[config.mk]
export PLATFORM = sky130hd
export DESIGN_NAME = err_irq_status
export DESIGN_NICKNAME = d
export VERILOG_FILES = /design/src/rtl/irqstat_pkg.sv /design/src/rtl/irqstat_gate.sv /design/src/rtl/irqstat_sticky.sv /design/src/rtl/irqstat_irq.sv /design/src/rtl/err_irq_status.sv
export SDC_FILE = /design/constraint.sdc
export NUM_CORES = 1
export LEC_CHECK = 0
export ABC_AREA = 0
export BUFFER_PORTS_ARGS = -buffer_cell sky130_fd_sc_hd__buf_2
export CAP_MARGIN = 15
export CORE_UTILIZATION = 25
export DETAILED_ROUTE_END_ITERATION = 16
export HOLD_SLACK_MARGIN = 0.05
export MAX_ROUTING_LAYER = met4
export PLACE_DENSITY = 0.78
export SLEW_MARGIN = 20
export SYNTH_ARGS = -nofsm -noshare
export SYNTH_HDL_FRONTEND = slang
export SYNTH_SLANG_ARGS = --single-unit
[constraint.sdc]
create_clock -name clk -period 0.8 [get_ports clk]
set_input_delay 0.16 -clock clk [delete_from_list [all_inputs] [get_ports clk]]
set_output_delay 0.16 -clock clk [all_outputs]
set_load 0.03 [all_outputs]
[src/rtl/irqstat_pkg.sv]
package irqstat_pkg;
    localparam int STS_W  = 64;
    localparam int EVT_N  = 3;
    localparam int ADDR_W = 20;

    typedef enum int unsigned {
        EV_MULTI  = 0,
        EV_SINGLE = 1,
        EV_OVFL   = 2
    } evt_idx_e;
endpackage

[src/rtl/irqstat_gate.sv]
module irqstat_gate #(
    parameter int              ADDR_W = 20,
    parameter int              DATA_W = 64,
    parameter int              EVT_N  = 3,
    parameter logic [ADDR_W-1:0] OFFSET = ADDR_W'('h30198)
) (
    input  logic              clk,
    input  logic              rst_n,
    input  logic [ADDR_W-1:0] addr_i,
    input  logic              wr_i,
    input  logic              rd_i,
    input  logic [EVT_N-1:0]  wkeep_i,
    input  logic              sec_i,
    input  logic              priv_i,
    input  logic [EVT_N-1:0]  sts_i,
    output logic              clr_en_o,
    output logic [EVT_N-1:0]  clr_keep_o,
    output logic [DATA_W-1:0] rdata_o,
    output logic              err_o
);
    typedef struct packed {
        logic [DATA_W-1:0] rdata;
        logic              err;
    } gate_t;

    gate_t st_d, st_q;
    logic  hit, allowed, req;

    always_comb begin
        hit        = (addr_i == OFFSET);
        allowed    = sec_i & priv_i;
        req        = wr_i | rd_i;
        clr_en_o   = wr_i & hit & allowed;
        clr_keep_o = wkeep_i;
        st_d       = '0;
        if (rd_i && hit && allowed) begin
            st_d.rdata = DATA_W'(sts_i);
        end
        st_d.err = req & hit & ~allowed;
    end

    always_ff @(posedge clk or negedge rst_n) begin
        if (!rst_n) begin
            st_q <= '0;
        end else begin
            st_q <= st_d;
        end
    end

    assign rdata_o = st_q.rdata;
    assign err_o   = st_q.err;

    // refused access answers with an error and zero data
    a_r6_refused: assert property (@(posedge clk) disable iff (!rst_n)
        ((wr_i || rd_i) && addr_i == OFFSET && !(sec_i && priv_i))
        |=> (err_o && rdata_o == '0));

    // other addresses read zero without error
    a_r9_miss: assert property (@(posedge clk) disable iff (!rst_n)
        ((wr_i || rd_i) && addr_i != OFFSET) |=> (!err_o && rdata_o == '0));
endmodule

[src/rtl/irqstat_sticky.sv]
module irqstat_sticky #(
    parameter int EVT_N = 3
) (
    input  logic             clk,
    input  logic             rst_n,
    input  logic [EVT_N-1:0] evt_i,
    input  logic             clr_en_i,
    input  logic [EVT_N-1:0] clr_keep_i,
    output logic [EVT_N-1:0] sts_o
);
    typedef struct packed {
        logic [EVT_N-1:0] sts;
    } sticky_t;

    sticky_t st_d, st_q;
    logic [EVT_N-1:0] keep_mask;

    always_comb begin
        keep_mask = clr_en_i ? clr_keep_i : '1;
        st_d.sts  = (st_q.sts & keep_mask) | evt_i;
    end

    always_ff @(posedge clk or negedge rst_n) begin
        if (!rst_n) begin
            st_q <= '0;
        end else begin
            st_q <= st_d;
        end
    end

    assign sts_o = st_q.sts;

    for (genvar i = 0; i < EVT_N; i++) begin : g_chk
        // an event always leaves its bit set
        a_r7_evt_wins: assert property (@(posedge clk) disable iff (!rst_n)
            evt_i[i] |=> sts_o[i]);
        // set bit holds without a clear
        a_r3_hold: assert property (@(posedge clk) disable iff (!rst_n)
            (sts_o[i] && !(clr_en_i && !clr_keep_i[i])) |=> sts_o[i]);
        // zero in write data clears when no event
        a_r4_clear: assert property (@(posedge clk) disable iff (!rst_n)
            (clr_en_i && !clr_keep_i[i] && !evt_i[i]) |=> !sts_o[i]);
    end
endmodule

[src/rtl/irqstat_irq.sv]
module irqstat_irq #(
    parameter int EVT_N = 3
) (
    input  logic             clk,
    input  logic             rst_n,
    input  logic [EVT_N-1:0] sts_i,
    input  logic [EVT_N-1:0] en_i,
    output logic             irq_o
);
    typedef struct packed {
        logic irq;
    } irq_t;

    irq_t st_d, st_q;

    always_comb begin
        st_d.irq = |(sts_i & en_i);
    end

    always_ff @(posedge clk or negedge rst_n) begin
        if (!rst_n) begin
            st_q <= '0;
        end else begin
            st_q <= st_d;
        end
    end

    assign irq_o = st_q.irq;

    // enabled status raises the line one cycle later
    a_r8_raise: assert property (@(posedge clk) disable iff (!rst_n)
        (|(sts_i & en_i)) |=> irq_o);
    // line drops when nothing enabled is set
    a_r8_drop: assert property (@(posedge clk) disable iff (!rst_n)
        !(|(sts_i & en_i)) |=> !irq_o);
endmodule

[src/rtl/err_irq_status.sv]
module err_irq_status
    import irqstat_pkg::*;
#(
    parameter int                AW     = ADDR_W,
    parameter int                DW     = STS_W,
    parameter int                NE     = EVT_N,
    parameter logic [AW-1:0]     OFFSET = AW'('h30198)
) (
    input  logic          clk,
    input  logic          rst_n,
    input  logic [AW-1:0] bus_addr,
    input  logic          bus_wr,
    input  logic          bus_rd,
    input  logic [DW-1:0] bus_wdata,
    input  logic          bus_secure,
    input  logic          bus_priv,
    output logic [DW-1:0] bus_rdata,
    output logic          bus_err,
    input  logic          evt_multi,
    input  logic          evt_single,
    input  logic          evt_ovfl,
    input  logic [NE-1:0] irq_en,
    output logic          irq_out
);
    logic [NE-1:0] evt_vec;
    logic [NE-1:0] sts;
    logic [NE-1:0] clr_keep;
    logic          clr_en;

    always_comb begin
        evt_vec                  = '0;
        evt_vec[int'(EV_MULTI)]  = evt_multi;
        evt_vec[int'(EV_SINGLE)] = evt_single;
        evt_vec[int'(EV_OVFL)]   = evt_ovfl;
    end

    irqstat_gate #(
        .ADDR_W (AW),
        .DATA_W (DW),
        .EVT_N  (NE),
        .OFFSET (OFFSET)
    ) u_gate (
        .clk        (clk),
        .rst_n      (rst_n),
        .addr_i     (bus_addr),
        .wr_i       (bus_wr),
        .rd_i       (bus_rd),
        .wkeep_i    (bus_wdata[NE-1:0]),
        .sec_i      (bus_secure),
        .priv_i     (bus_priv),
        .sts_i      (sts),
        .clr_en_o   (clr_en),
        .clr_keep_o (clr_keep),
        .rdata_o    (bus_rdata),
        .err_o      (bus_err)
    );

    irqstat_sticky #(
        .EVT_N (NE)
    ) u_sticky (
        .clk        (clk),
        .rst_n      (rst_n),
        .evt_i      (evt_vec),
        .clr_en_i   (clr_en),
        .clr_keep_i (clr_keep),
        .sts_o      (sts)
    );

    irqstat_irq #(
        .EVT_N (NE)
    ) u_irq (
        .clk   (clk),
        .rst_n (rst_n),
        .sts_i (sts),
        .en_i  (irq_en),
        .irq_o (irq_out)
    );

    // reserved bits never read as one
    a_r5_upper_zero: assert property (@(posedge clk) disable iff (!rst_n)
        bus_rdata[DW-1:NE] == '0);

    // a refused write does not touch the status
    a_r6_no_change: assert property (@(posedge clk) disable iff (!rst_n)
        (bus_wr && !(bus_secure && bus_priv) && evt_vec == '0) |=> $stable(sts));
endmodule

==> results.yml, run 1 <==
critical_path:
  startpoint_type: "register"
  worstPathArrival_ps: 750
  path_cells: "buf_6"
  required_ps: 640
  cp_slowest_stage_delay_ps: 380
  endpoint_kind: "primary output"
  worstRegToRegCells: 2
  cpMaxStageDelayCell: "dfrtp_1"
  cp_max_fo: 1
  critical_path_buf_inv_count: 1
  worst-setup-path-type: "register to primary output"
  path_depth: 1
  reg2reg_slack_ps: -80
  critPathTopFamily: "flip-flops"
hold_path:
  hold_depth: 3
  hold_class: "primary input to register"
drt:
  wirelength_mm: 1.60
  viasPerCell: 3.44
  drt_iter0_markers: 42
  vias: 671
  post-route-drc-count: 0
  dr.pass1.iters: 4
  wl_per_cell_um: 8.20
  ant_nets: 0
finish:
  design_area_sq_um: 1160
  fillers: 381
  drive_gt1_share_pct: 39.6
  final_cells: 195
  diodes: 0
  syn_to_final_growth_pct: 24.3
  final_cell_mix: "61 x conb_1, 27 x buf_2, 11 x buf_6"
  final_nets: 247
  final_common_cell: "conb_1"
  postLayoutCoreUtil_pct: 33.4
timing:
  rsz0062_at_grt: "true"
  setup_tns_ps: -1220
  setup_ws_ps: -110
  setup_viol: 13
  layout_min_cycle_time_ps: 910
  hold_ws_ps: 138
  slew_viol_final: 0
  max_freq_ghz: 1.10
  period_share_pct: 114
  skew_ps: 3.06
  hold_viol_final: 0
yosys:
  syn_inst: 102
  synth_area_sq_um: 933
  post-synth-top-area-cell: "buf_4"
  ys_seq_area_share_pct: 21.4
  synth_top_area_share_pct: 49.1
  synth_area_leaders: "buf_4 49%, dfrtp_1 21%, nor4b_4 7.6%"
  synth.distinct_cells: 19
  yosys_warnings: 0
  synth.avg_cell_area_sq_um: 9.15
  synth-seq-cells: 8
grt:
  grt_antenna_before_repair: 0
  grt_pass1_vias: 542
  grt-ovfl-total: 0
  grt_use_total_pct: 8.11
  grt_max_degree: 9
  grt_first_pass_wirelength_mm: 2.37
clock_network:
  cts_buffer_depth: 2
  numCtsBuffers: 3
  clk_pin_slew_ps: 40
  h-tree-depth: 1
  ctsRootBufferMaster: "clkbuf_8"
  cts_tree: "yes"
  clock_latency_ps: 230
  cts_sinks: 8
power_and_ir_drop:
  p_total_mw: 1.49
  p_leak_nw: 0.627
  vdd_ir_drop_max_mv: 0.387
  p_per_area_nw_per_um2: 1290
place:
  place_ws_ps: -421
  port-buffer-count: 39
  dp.cells: 190
  routabilityCongestion: 0.697
  dp_hpwl_mm: 1.34
  placed_cell_area_sq_um: 992
die:
  dieHeight_um: 63.1
  core-area_sq_um: 3470
  num_rows: 21
  ios: 162
  die_w_um: 63.1
  start_util_pct: 26.9
  dieArea_sq_um: 3980
run_status:
  violations: "setup timing"
  status: "finished with violations"
job:
  maxCapViolCount: 0
## registers in the layout (all words and copies together), names as in the netlist
name and count:
u_gate.rdata_o 3, u_sticky.sts_o 3, u_gate.err_o 1, u_irq.irq_o 1
## power breakdown
group	internal, mW	switching, mW	total [mW]
registers	0.408	0.000813	0.409
clock network	0.326	0.164	0.490
logic	0.130	0.463	0.593
total	0.865	0.628	1.49
## worst register-to-register path, cell delays in order, from the launching register on
cell and delay [ps]:
dfrtp_1 390, a222oi_1 300, inv_1 70
## cell families after synthesis
group / share of synthesized area (%)
AO/OA/AOI/OAI: 6.03
AND/OR/NAND/NOR: 21.4
buffers and inverters: 50.7
flip-flops: 21.4
other: 0.402
## cell type report
| class | count | area (sq um) | area share, % |
|---|---|---|---|
| Timing Repair Buffer | 45 | 322 | 27.7 |
| Inverter | 4 | 15.0 | 1.29 |
| Sequential cell | 8 | 200 | 17.3 |
| Multi-Input combinational cell | 89 | 524 | 45.2 |
| Tap cell | 46 | 57.6 | 4.96 |
| Clock buffer | 3 | 41.3 | 3.56 |
## timing repair
| action | 4_1_cts | 5_1_grt |
|---|---|---|
| setup buffers | 1 | 0 |
| gates resized for setup | 17 | 7 |
| hold buffers | 1 | 0 |
| endpoints found under the setup margin | 13 | 13 |
| endpoints found under the hold margin | 8 | 0 |
| pin swaps | 5 | 2 |
## final timing paths
kind,start,endpoint
worst max-delay path,u_gate.rdata_o[1],bus_rdata[1]
worst min-delay path,irq_en[1],u_irq.irq_o
worst max register to register,u_sticky.sts_o[2],u_irq.irq_o
worst min register to register,u_sticky.sts_o[1],u_irq.irq_o
max in group asynchronous,rst_n,u_gate.err_o
min in group asynchronous,rst_n,u_irq.irq_o
## cells in the mapped netlist
master and number:
a31oi_1 3, nand4_2 1, nor4b_4 3, nor2_1 8
nand3_2 1, and2_1 1, a222oi_1 1, nor4_1 3
and3_2 1, nor4b_1 1, buf_4 61, and3_1 1
dfrtp_1 8, conb_1 1, inv_1 4, nor4b_2 1
and4_1 1, nand3_1 1, a2111oi_4 1
## per-layer routing
layer | share of wire (%) | GRT usage (%)
met1 | 35 | 9.31
met2 | 51 | 12.5
met3 | 12 | 1.99
met4 | 2.3 | 5.23
met5 | 0 | -
Power figures use the tool's default switching activity.
==> run 2: changes to the inputs <==
--- a/config.mk
+++ b/config.mk
@@ -8,11 +8,14 @@
 export ABC_AREA = 0
 export BUFFER_PORTS_ARGS = -buffer_cell sky130_fd_sc_hd__buf_2
 export CAP_MARGIN = 15
+export CORE_ASPECT_RATIO = 1.25
+export CORE_MARGIN = 10
 export CORE_UTILIZATION = 25
 export DETAILED_ROUTE_END_ITERATION = 16
 export HOLD_SLACK_MARGIN = 0.05
 export MAX_ROUTING_LAYER = met4
 export PLACE_DENSITY = 0.78
+export SKIP_CTS_REPAIR_TIMING = 1
 export SLEW_MARGIN = 20
 export SYNTH_ARGS = -nofsm -noshare
 export SYNTH_HDL_FRONTEND = slang
==> results.yml, run 2 (synthesis gave the netlist of run 1 again) <==
run_status:
  status: "finished with violations"
  violations: "setup timing"
die:
  die_w_um: 74.7
  num_rows: 24
  start_util_pct: 26.3
  dieArea_sq_um: 6590
  ios: 162
  core-area_sq_um: 3540
  dieHeight_um: 88.3
grt:
  grt-ovfl-total: 0
  grt_antenna_before_repair: 0
  grt_use_total_pct: 6.83
  grt_first_pass_wirelength_mm: 3.45
  grt_max_degree: 9
  grt_pass1_vias: 790
clock_network:
  clk_pin_slew_ps: 40
  h-tree-depth: 1
  clock_latency_ps: 240
  ctsRootBufferMaster: "clkbuf_8"
  cts_buffer_depth: 2
  numCtsBuffers: 3
  cts_sinks: 8
  cts_tree: "yes"
hold_path:
  min_from: "irq_en[1]"
  hold_class: "primary input to register"
timing:
  layout_min_cycle_time_ps: 943
  hold_viol_final: 0
  slew_viol_final: 0
  skew_ps: 3.64
  setup_tns_ps: -1290
  rsz0062_at_grt: "true"
  setup_viol: 13
  setup_ws_ps: -143
  period_share_pct: 118
  max_freq_ghz: 1.06
power_and_ir_drop:
  p_sw_mw: 0.649
  p_per_area_nw_per_um2: 1320
  p_leak_nw: 0.618
  switching_share_pct: 43.0
  share_seq_of_total_power_pct: 27.2
  p_clk_share_pct: 33.3
  p_total_mw: 1.51
  vdd_ir_drop_max_mv: 0.439
  internal-power_mw: 0.859
  combPwrFrac_pct: 39.5
critical_path:
  r2r-start: "u_sticky.sts_o[2]"
  cp-startpoint: "bus_addr[14]"
  cp_max_fo: 4
  worstPathArrival_ps: 1080
  worst-setup-path-type: "primary input to register"
  reg2reg_slack_ps: -80
  startpoint_type: "primary input"
  required_ps: 940
  endpoint_kind: "register"
drt:
  ant_nets: 0
  vias: 678
  wl_per_cell_um: 14.0
  dr.pass1.iters: 6
  post-route-drc-count: 0
  viasPerCell: 3.63
  drt_iter0_markers: 37
  wirelength_mm: 2.62
finish:
  diodes: 0
  design_area_sq_um: 1140
  final_cell_mix: "61 x conb_1, 28 x buf_2, 10 x buf_6"
  postLayoutCoreUtil_pct: 32.2
  final_common_cell: "conb_1"
  drive_gt1_share_pct: 39.9
  syn_to_final_growth_pct: 22.4
  final_nets: 246
place:
  port-buffer-count: 39
  routabilityCongestion: 0.790
  placed_cell_area_sq_um: 976
  place_ws_ps: -412
job:
  maxCapViolCount: 0
-- run 2: cell types whose count changed in the layout (fill, tap and decap cells not counted) --
| cell | previous run | this run |
|---|---|---|
| and4_2 | 0 | 1 |
| and4_4 | 1 | 0 |
| buf_2 | 27 | 28 |
| buf_4 | 5 | 4 |
| buf_6 | 11 | 10 |
| nor4_1 | 1 | 0 |
| nor4_2 | 2 | 3 |
-- run 2: cell type report --
type / count / area (sq um)
fillers: 373 / 2400
multi-input cells: 89 / 529
repair buffers: 44 / 308
flip-flops and latches: 8 / 200
well taps: 39 / 48.8
clock buffers: 3 / 41.3
inverters: 4 / 15.0
-- run 2: path summary, 6_finish.rpt --
| check | end | cells past startpoint |
|---|---|---|
| min in group asynchronous | u_irq.irq_o | 2 |
| max | u_gate.rdata_o[2] | 4 |
| max reg2reg | u_irq.irq_o | 2 |
| max in group asynchronous | u_gate.err_o | 2 |
| min | u_irq.irq_o | 3 |
| min reg2reg | u_irq.irq_o | 2 |
-- run 2: worst max-delay path, cell delays in order --
cell,delay (ps)
buf_2,110
nor4b_4,290
nand3_2,210
nor4_2,310
-- run 2: through the flow --
stage	hold slack (ps)	instances
2_1_floorplan	-136	162
3_3_place_gp	3.03	182
3_5_place_dp	6.26	182
4_1_cts	-239	185
5_1_grt	155	187
6_report	131	187
-- run 2: routing by layer --
metal | vias to the layer above | wire length, um | global-route usage [%]
met4 | 0 | 41 | 3.10
met2 | 66 | 1240 | 11.0
met5 | - | 0 | -
met1 | 298 | 1010 | 7.16
li1 | 310 | - | -
met3 | 4 | 322 | 2.80
-- run 2: power by group through the flow --
stage / logic, mW / registers [mW] / clock network (mW)
3_3_place_gp: 0.544 / 0.414 / 0
2_1_floorplan: 0.640 / 0.419 / 0
4_1_cts: 0.547 / 0.409 / 0.490
3_5_place_dp: 0.546 / 0.414 / 0
5_1_grt: 0.630 / 0.409 / 0.513
6_report: 0.596 / 0.409 / 0.502
==> run 3: changes to the inputs <==
--- a/config.mk
+++ b/config.mk
@@ -10,11 +10,11 @@
 export CAP_MARGIN = 15
 export CORE_ASPECT_RATIO = 1.25
 export CORE_MARGIN = 10
-export CORE_UTILIZATION = 25
+export CORE_UTILIZATION = 27
 export DETAILED_ROUTE_END_ITERATION = 16
 export HOLD_SLACK_MARGIN = 0.05
 export MAX_ROUTING_LAYER = met4
-export PLACE_DENSITY = 0.78
+export PLACE_DENSITY = 0.81
 export SKIP_CTS_REPAIR_TIMING = 1
 export SLEW_MARGIN = 20
 export SYNTH_ARGS = -nofsm -noshare
==> constraint.sdc (replaced) <==
create_clock -name clk -period 0.95 [get_ports clk]
set_input_delay 0.19 -clock clk [delete_from_list [all_inputs] [get_ports clk]]
set_output_delay 0.19 -clock clk [all_outputs]
set_load 0.03 [all_outputs]
==> results.yml, run 3 (synthesis gave the netlist of run 1 again) <==
hold_path:
  hold_class: "primary input to register"
timing:
  hold_viol_final: 0
  rsz0062_at_grt: "true"
  layout_min_cycle_time_ps: 1010
  skew_ps: 0.654
  slew_viol_final: 0
  max_freq_ghz: 0.990
  setup_tns_ps: -120
  period_share_pct: 106
  setup_ws_ps: -60.3
  setup_viol: 4
die:
  start_util_pct: 28.5
  dieHeight_um: 85.7
  ios: 162
  core-area_sq_um: 3280
  dieArea_sq_um: 6220
  num_rows: 23
  die_w_um: 72.6
run_status:
  violations: "setup timing"
  status: "finished with violations"
power_and_ir_drop:
  p_leak_nw: 0.610
  p_per_area_nw_per_um2: 1110
  p_total_mw: 1.24
  vdd_ir_drop_max_mv: 0.773
grt:
  grt.met1_usage_pct: 6.85
  busiest_layer: "met2"
  grt_first_pass_wirelength_mm: 3.33
  grt-ovfl-total: 0
  gr-usage-met3_pct: 4.04
  grt_max_degree: 9
  grt_pass1_vias: 772
  grt_use_total_pct: 6.72
  grt_antenna_before_repair: 0
  use_met2_pct: 10.0
finish:
  diodes: 0
  syn_to_final_growth_pct: 19.3
  final_cell_mix: "61 x conb_1, 29 x buf_2, 8 x nor2_1, 8 x dfrtp_1"
  fillers: 341
  design_area_sq_um: 1110
  drive_gt1_share_pct: 38.8
  final_nets: 245
  final_common_cell: "conb_1"
drt:
  wirelength_mm: 2.48
  viasPerCell: 3.65
  vias: 672
  ant_nets: 0
  dr.pass1.iters: 5
  post-route-drc-count: 0
  drt_iter0_markers: 26
  wl_per_cell_um: 13.5
clock_network:
  clock_latency_ps: 220
  clk_pin_slew_ps: 40
  cts_tree: "yes"
  cts_sinks: 8
  cts_buffer_depth: 2
  h-tree-depth: 1
  numCtsBuffers: 3
  ctsRootBufferMaster: "clkbuf_8"
critical_path:
  startpoint_type: "primary input"
  required_ps: 1070
  worst-setup-path-type: "primary input to register"
  worstPathArrival_ps: 1130
  reg2reg_slack_ps: 80
  path_cells: "buf_2, nor4b_4, nand3_2, nor4_2"
  cp_max_fo: 4
  cp_slowest_stage_delay_ps: 320
  endpoint_kind: "register"
  cpMaxStageDelayCell: "nor4_2"
place:
  placed_cell_area_sq_um: 973
  port-buffer-count: 39
  routabilityCongestion: 0.740
  dp_hpwl_mm: 2.22
job:
  maxCapViolCount: 0
[run 3: cell count changes in the layout (fill, tap and decap cells not counted), sizes merged]
cell,before,now
buf,43,42
[run 3: critical path, delay by kind of cell]
| family | cells | cell delay, ps |
|---|---|---|
| buffers and inverters | 1 | 110 |
| and+or+nand+nor | 3 | 830 |
[run 3: metal layers]
metal  part of all wire, %  wire length, um
met1                    38              949
met2                    45             1130
met3                    15              375
met4                  0.93               23
met5                     0                0
[run 3: layout make-up]
class                           instances  area (sq um)  area share, %
Clock buffer                            3          41.3           3.71
Inverter                                4          15.0           1.35
Multi-Input combinational cell         89           528           47.4
Sequential cell                         8           200           18.0
Tap cell                               37          46.3           4.16
Timing Repair Buffer                   43           283           25.4
[run 3: final timing paths]
check / to / start / depth (start not counted)
min in group asynchronous: u_sticky.sts_o[1] / rst_n / 2
max reg2reg: u_irq.irq_o / u_sticky.sts_o[0] / 2
max in group asynchronous: u_gate.err_o / rst_n / 2
max: u_gate.rdata_o[2] / bus_addr[2] / 4
min reg2reg: u_irq.irq_o / u_sticky.sts_o[1] / 2
min: u_irq.irq_o / irq_en[1] / 3
[run 3: report_power, final]
group	internal (mW)	switching, mW
clock	0.273	0.121
sequential	0.344	0.000734
combinational	0.101	0.400
total	0.718	0.521
[run 3: per-stage QoR]
| stage | hold WS (ps) | setup WS, ps | cells | util, % |
|---|---|---|---|---|
| after global routing | 193 | -77.3 | 184 | 33.9 |
| final | 176 | -60.3 | 184 | 33.9 |
| after floorplan | -106 | -36.9 | 162 | - |
| after CTS | -201 | -24.2 | 183 | 30.9 |
| after global placement | 31.1 | -248 | 180 | 29.7 |
| after detailed placement | 38.5 | -260 | 180 | 29.7 |
